--- config.mk ---
export PLATFORM = sky130hd
export DESIGN_NAME = i2c_irq_vector
export DESIGN_NICKNAME = d
export VERILOG_FILES = /design/src/rtl/i2c_irqv_pkg.sv /design/src/rtl/i2c_irqv_flags.sv /design/src/rtl/i2c_irqv_prio.sv /design/src/rtl/i2c_irqv_maskreg.sv /design/src/rtl/i2c_irq_vector.sv
export SDC_FILE = /design/constraint.sdc
export NUM_CORES = 1
export LEC_CHECK = 0
export ABC_AREA = 1
export ABC_CLOCK_PERIOD_IN_PS = 2700
export BUFFER_PORTS_ARGS = -buffer_cell sky130_fd_sc_hd__buf_2
export CAP_MARGIN = 20
export CORE_MARGIN = 4
export CORE_UTILIZATION = 40
export CTS_BUF_LIST = sky130_fd_sc_hd__clkbuf_4
export CTS_CLUSTER_DIAMETER = 50
export DETAILED_ROUTE_END_ITERATION = 10
export HOLD_SLACK_MARGIN = 0.06
export PLACE_DENSITY = 0.73
export SKIP_CTS_REPAIR_TIMING = 1
export SLEW_MARGIN = 40
export SYNTH_ARGS = -nofsm -noshare
export SYNTH_HDL_FRONTEND = slang
export SYNTH_SLANG_ARGS = --single-unit
--- constraint.sdc ---
create_clock -name clk_i -period 2.7 [get_ports clk_i]
set_clock_uncertainty 0.05 [all_clocks]
set_input_delay 0.405 -clock clk_i [delete_from_list [all_inputs] [get_ports clk_i]]
set_output_delay 0.405 -clock clk_i [all_outputs]
set_load 0.01 [all_outputs]
--- src/rtl/i2c_irqv_pkg.sv ---
package i2c_irqv_pkg;
  typedef enum logic [1:0] {
    SEL_MASK = 2'd0,
    SEL_STAT = 2'd1,
    SEL_VEC  = 2'd2,
    SEL_RSVD = 2'd3
  } reg_sel_e;

  // event bit indices; vector code is index + 1
  localparam int EV_ARB_LOST = 0;
  localparam int EV_NO_ACK   = 1;
  localparam int EV_ACC_RDY  = 2;
  localparam int EV_RX_RDY   = 3;
  localparam int EV_TX_RDY   = 4;
  localparam int EV_STOP     = 5;
  localparam int EV_AS_TGT   = 6;
endpackage

--- src/rtl/i2c_irqv_flags.sv ---
module i2c_irqv_flags #(
  parameter int N_EVT = 7
) (
  input  logic             clk_i,
  input  logic             rst_ni,
  input  logic [N_EVT-1:0] set_i,
  input  logic [N_EVT-1:0] clr_i,
  output logic [N_EVT-1:0] flag_o
);
  logic [N_EVT-1:0] flag_q;

  for (genvar g = 0; g < N_EVT; g++) begin : g_flag
    always_ff @(posedge clk_i or negedge rst_ni) begin
      if (!rst_ni)        flag_q[g] <= 1'b0;
      else if (set_i[g])  flag_q[g] <= 1'b1;   // set beats clear
      else if (clr_i[g])  flag_q[g] <= 1'b0;
    end
  end

  assign flag_o = flag_q;
endmodule

--- src/rtl/i2c_irqv_prio.sv ---
module i2c_irqv_prio #(
  parameter int N_EVT  = 7,
  parameter int CODE_W = 3
) (
  input  logic [N_EVT-1:0]  pend_i,
  output logic [CODE_W-1:0] code_o,
  output logic [N_EVT-1:0]  hit_o
);
  always_comb begin
    code_o = '0;
    hit_o  = '0;
    for (int i = N_EVT - 1; i >= 0; i--) begin
      if (pend_i[i]) begin
        code_o = CODE_W'(i + 1);
        hit_o  = '0;
        hit_o[i] = 1'b1;
      end
    end
  end
endmodule

--- src/rtl/i2c_irqv_maskreg.sv ---
module i2c_irqv_maskreg #(
  parameter int N_EVT = 7
) (
  input  logic             clk_i,
  input  logic             rst_ni,
  input  logic             we_i,
  input  logic [N_EVT-1:0] wdata_i,
  output logic [N_EVT-1:0] mask_o
);
  always_ff @(posedge clk_i or negedge rst_ni) begin
    if (!rst_ni)   mask_o <= '0;
    else if (we_i) mask_o <= wdata_i;
  end
endmodule

--- src/rtl/i2c_irq_vector.sv ---
module i2c_irq_vector
  import i2c_irqv_pkg::*;
#(
  parameter int N_EVT   = 7,
  parameter int DW      = 16,
  parameter int BB_POS  = 12,
  parameter int RSF_POS = 11
) (
  input  logic             clk_i,
  input  logic             rst_ni,
  input  logic [N_EVT-1:0] evt_i,
  input  logic             bus_busy_i,
  input  logic             rx_shift_full_i,
  input  logic             rd_en_i,
  input  logic             wr_en_i,
  input  logic [1:0]       addr_i,
  input  logic [N_EVT-1:0] wdata_i,
  output logic [DW-1:0]    rdata_o,
  output logic             irq_o
);
  localparam int CODE_W = $clog2(N_EVT + 1);

  reg_sel_e          sel;
  logic              rd_vec, rd_any_clr;
  logic [N_EVT-1:0]  mask_q, flag_q, pend, hit_oh, clr_vec;
  logic [N_EVT-1:0]  clr_all;
  logic [CODE_W-1:0] vec_code;
  logic [DW-1:0]     rd_mux;

  assign sel    = reg_sel_e'(addr_i);
  assign rd_vec = rd_en_i && (sel == SEL_VEC);

  i2c_irqv_maskreg #(.N_EVT(N_EVT)) u_mask (
    .clk_i  (clk_i),
    .rst_ni (rst_ni),
    .we_i   (wr_en_i && (sel == SEL_MASK)),
    .wdata_i(wdata_i),
    .mask_o (mask_q)
  );

  assign pend = flag_q & mask_q;

  i2c_irqv_prio #(.N_EVT(N_EVT), .CODE_W(CODE_W)) u_prio (
    .pend_i(pend),
    .code_o(vec_code),
    .hit_o (hit_oh)
  );

  assign rd_any_clr = rd_vec;
  assign clr_vec    = rd_any_clr ? hit_oh : '0;
  assign clr_all    = clr_vec | ((wr_en_i && (sel == SEL_STAT)) ? wdata_i : '0);

  i2c_irqv_flags #(.N_EVT(N_EVT)) u_flags (
    .clk_i (clk_i),
    .rst_ni(rst_ni),
    .set_i (evt_i),
    .clr_i (clr_all),
    .flag_o(flag_q)
  );

  always_comb begin
    rd_mux = '0;
    unique case (sel)
      SEL_MASK: rd_mux[N_EVT-1:0] = mask_q;
      SEL_STAT: begin
        rd_mux[N_EVT-1:0] = flag_q;
        rd_mux[BB_POS]    = bus_busy_i;
        rd_mux[RSF_POS]   = rx_shift_full_i;
      end
      SEL_VEC:  rd_mux[CODE_W-1:0] = vec_code;
      default:  rd_mux = '0;
    endcase
  end

  always_ff @(posedge clk_i or negedge rst_ni) begin
    if (!rst_ni)      rdata_o <= '0;
    else if (rd_en_i) rdata_o <= rd_mux;
  end

  assign irq_o = |pend;
endmodule

### After elaboration in Yosys (flattened, before gate mapping)

Cells that the tools add are included.

| word-level totals | value |
|---|---|
| bits in registers | 23 |
| input bits | 22 |
| output and inout bits | 17 |

| cells by class | value |
|---|---|
| eq/ne operators | 2 |
| multiplexer cells | 33 |
| bitwise operators | 2 |
| reductions and logical operators | 12 |

Operators by type and width:

| cell | count |
|---|---|
| 2-to-1 mux 7 bit | 9 |
| 2-to-1 mux 3 bit | 7 |
| 2-to-1 mux 1 bit | 14 |
| nonzero test 2 bit | 7 |
| case mux 3 bit (3 select lines) | 1 |
| case mux 4 bit (2 select lines) | 1 |
| bitwise AND 7 bit | 1 |
| bitwise OR 7 bit | 1 |
| OR reduction 7 bit | 1 |
| logical AND 1 bit | 3 |
| equality test 2 x 1 -> 1 bit (second input constant) | 1 |
| equality test 2 bit (second input constant) | 1 |
| zero test 2 bit | 1 |
| 2-to-1 mux 2 bit | 1 |

### Longest topological paths before layout

| logic depth | value |
|---|---|
| word-level depth | 12 |
| gate-level depth with buffers | 10 |
| gate-level depth less buffers | 10 |

### Hierarchy

From an unflattened synthesis, not the netlist that was laid out.

| second synthesis, totals | value |
|---|---|
| cell total of the unflattened synthesis | 214 |
| area, all modules | 1440.1 µm² |

By module, submodules not included:

| module | times used | cells an instance | area each (µm²) | sequential area each (µm²) |
|---|---|---|---|---|
| i2c_irq_vector | 1 | 118 | 734.5 | 225.2 |
| i2c_irqv_flags | 1 | 35 | 280.3 | 175.2 |
| i2c_irqv_maskreg | 1 | 30 | 269.0 | 175.2 |
| i2c_irqv_prio | 1 | 31 | 156.4 | 0.0 |

### Least setup slack after synthesis

OpenSTA, ideal clock, no wires.

| timing | value |
|---|---|
| path kind | reg-to-output |
| from | register u_flags.flag_q[5] (netlist: u_flags.flag_o[5]) |
| to | output port irq_o |
| arrival time | 1131 ps |
| data required time | 2245 ps |
| path slack | 1114 ps |
| stages on the path, launching flop included | 4 |
| buffers on the path | 0 |
| cells stage by stage | dfrtp_1 nand2_2 nand2_1 or4_1 |

| on the way | value |
|---|---|
| word-level cells in the longest chain between the ends | 2 |

RTL lines:

| element | RTL line | source |
|---|---|---|
| start, declared | i2c_irqv_flags.sv:10 | `logic [N_EVT-1:0] flag_q;` |
| start signal, assigned by index | i2c_irqv_flags.sv:14 | `if (!rst_ni) flag_q[g] <= 1'b0;` |
| start signal, assigned by index | i2c_irqv_flags.sv:15 | `else if (set_i[g]) flag_q[g] <= 1'b1;` |
| start signal, assigned by index | i2c_irqv_flags.sv:16 | `else if (clr_i[g]) flag_q[g] <= 1'b0;` |
| bitwise AND 7 bit | i2c_irq_vector.sv:41 | `assign pend = flag_q & mask_q;` |
| OR reduction 7 bit | i2c_irq_vector.sv:80 | `assign irq_o = \|pend;` |
| end, declared | i2c_irq_vector.sv:19 | `output logic irq_o` |

No other way between the ends.

### Worst setup path after layout

| timing | value |
|---|---|
| from | register u_mask.mask_o[3] |
| to | output port irq_o |

| on the way | value |
|---|---|
| word-level cells in the longest chain between the ends | 2 |

RTL lines:

| element | RTL line | source |
|---|---|---|
| start, declared | i2c_irqv_maskreg.sv:8 | `output logic [N_EVT-1:0] mask_o` |
| start signal, assigned | i2c_irqv_maskreg.sv:12 | `else if (we_i) mask_o <= wdata_i;` |
| bitwise AND 7 bit | i2c_irq_vector.sv:41 |  |
| OR reduction 7 bit | i2c_irq_vector.sv:80 |  |

No other way between the ends.

==> run summary <==
Crit Path Max Fanout - 4
setup violators final - 0
total power draw - 766 uW
met2 routed WL - 1250 um
full die area - 4030 sq um
gr usage total - 14.4%
DIE WIDTH - 63.5 um
CP Class - flip-flop to primary output
Synth Area per Inst - 7.90 sq um
Slew Viols, Final - 0
TritonCTS sink count - 23
initial drt markers - 27
drt first pass iters - 4
Tcrit/Tclk final - 77.6%
P&R area growth vs syn - 15.8%
Initial Util - 43.2%
Max Cap Viol - 0
Critical Path RT - 2250 ps
gpl congestion - 0.790
ys async rst share - 100%
Worst Tran Pin Value - 508 ps
Rows - 19
commonest register cell after synthesis - dfrtp_1
IO buf count - 31
Avg WL per Cell - 12.1 um
DR vias - 1076
core area - 2850 sq um
Die H - 63.5 um
count leader, synth - nand2_1
CTS tree - done
Hold Crit Class - input port to flip-flop
top cells by count, synth - nand2_1, dfrtp_1, inv_1
post-synth cell types - 22
CP startpoint kind - flip-flop
first-pass GRT wire length - 4670 um
RSZ-0062 raised after global routing - no
Area after DPL - 1390 sq um
Layout Nets - 212
relative slew slack - 66.1%
initial antenna violation count - 0
largest net degree at the start of global routing - 24
TritonCTS Buffers - 3
DP HPWL - 2000 um
maximum root-to-sink buffer count - 2
Syn. warnings - 0
Worst-path clk slew - 120 ps
LEAKAGE - 0.000780 uW
fraction of layout cells with a size suffix above 1 - 25.9%
Cells after Synth - 156
status - finished clean
post-route cell area - 1430 sq um
Yosys top cell area share - 46.7%
GRT overflow - 0
crit end category - primary output
Synth area leaders - dfrtp_1, nand2_1, buf_4
Clock Tree Root - clkbuf_4
final WL - 2660 um
top routing layer in use - met4
IO Count - 39
VDD IR-drop max - 0.329 mV
Hold Fails Final Rpt - 0
sequential share of the synthesized area - 46.7%
H-tree depth - 1
DRC - 0
clk_lat worst skew - 310 ps
Final Critical Period - 2090 ps
vias in the first global route - 1089
Syn Std Cell Area - 1230 sq um
Sum Neg Setup Slack - 0 ps
WP data arrival - 1640 ps
via density per instance - 4.89
ANT nets after route - 0
FMAX - 478 MHz
DR WL met3 - 190 um
Synth Register Bits - 23
Power Dens Cells - 536 nW/um^2
Post-synth EDFFs - 0
largest area contributor in the netlist - dfrtp_1
DRT met1 WL - 1210 um
Antenna Cells - 0
routing by layer:
layer / track usage, % / up-vias
met5: 0 / -
met4: 3.77 / 0
li1: - / 557
met1: 17.6 / 479
met3: 4.26 / 2
met2: 24.8 / 38
flip-flops by register name, indices dropped and copies added (netlist names):
register	flops
rdata_o	9
u_mask.mask_o	7
u_flags.flag_o	7
cells in the final DEF, fill, tap and decap left out, types with 2 or more instances in the layout:
cell type and instances:
nand3_1 8, nand2_2 7, nand2_1 44, nor3_1 5
conb_1 7, o21ai_0 6, inv_2 2, a21oi_1 7
nor2_1 8, nor2_4 3, inv_1 13, dfrtp_1 23
buf_2 31, o21ai_1 8, o21bai_1 7, clkbuf_4 4
worst max-delay path, stage by stage, from the launching register on:
cell and delay (ps):
dfrtp_1 430, nand2_2 120, nand2_2 100, or4_1 530, buf_2 160
report_power, final:
| group | switching, uW | leakage [uW] | internal, uW |
|---|---|---|---|
| sequential | 26.6 | 0.000264 | 381 |
| combinational | 119 | 0.000497 | 69.9 |
| clock | 101 | 0.0000184 | 67.8 |
final timing paths:
path,startpoint,endpoint,slack [ps],cells past startpoint
worst max-delay path,u_mask.mask_o[3]$_DFFE_PN0P_,irq_o,610,4
worst min-delay path,evt_i[3],u_flags.flag_o[3]$_DFFE_PN0P_,230,2
worst max register to register,u_mask.mask_o[1]$_DFFE_PN0P_,u_flags.flag_o[3]$_DFFE_PN0P_,1390,6
worst min register to register,rdata_o[0]$_DFFE_PN0P_,rdata_o[0]$_DFFE_PN0P_,430,2
max in group asynchronous,rst_ni,u_flags.flag_o[5]$_DFFE_PN0P_,1730,2
min in group asynchronous,rst_ni,u_flags.flag_o[0]$_DFFE_PN0P_,530,2
kinds of logic (layout without fill, tap and decap cells):
logic type      count (synthesis)  count (layout)  synth area share (%)
simple gates                   77              77                  28.9
other cells                     1               7                 0.304
buf+inv                        24              51                  9.54
flops                          23              23                  46.7
compound gates                 31              31                  14.5
through the flow:
step           worst slack (ps)  std cells  util (%)  hold WS, ps
6_report                    606        220      50.0          226
5_1_grt                     507        220      50.0          217
4_1_cts                     595        219      49.7         7.09
3_5_place_dp                965        215      48.6          358
3_3_place_gp                977        215      48.6          354
2_1_floorplan              1110        162         -         59.4
final cells by class:
class,count,area [sq um]
flip-flops and latches,23,576
fillers,287,1430
multi-input cells,115,562
inverters,15,56.3
repair buffers,32,165
well taps,31,38.8
clock buffers,4,30.0
(Power assumes the default switching activity.)
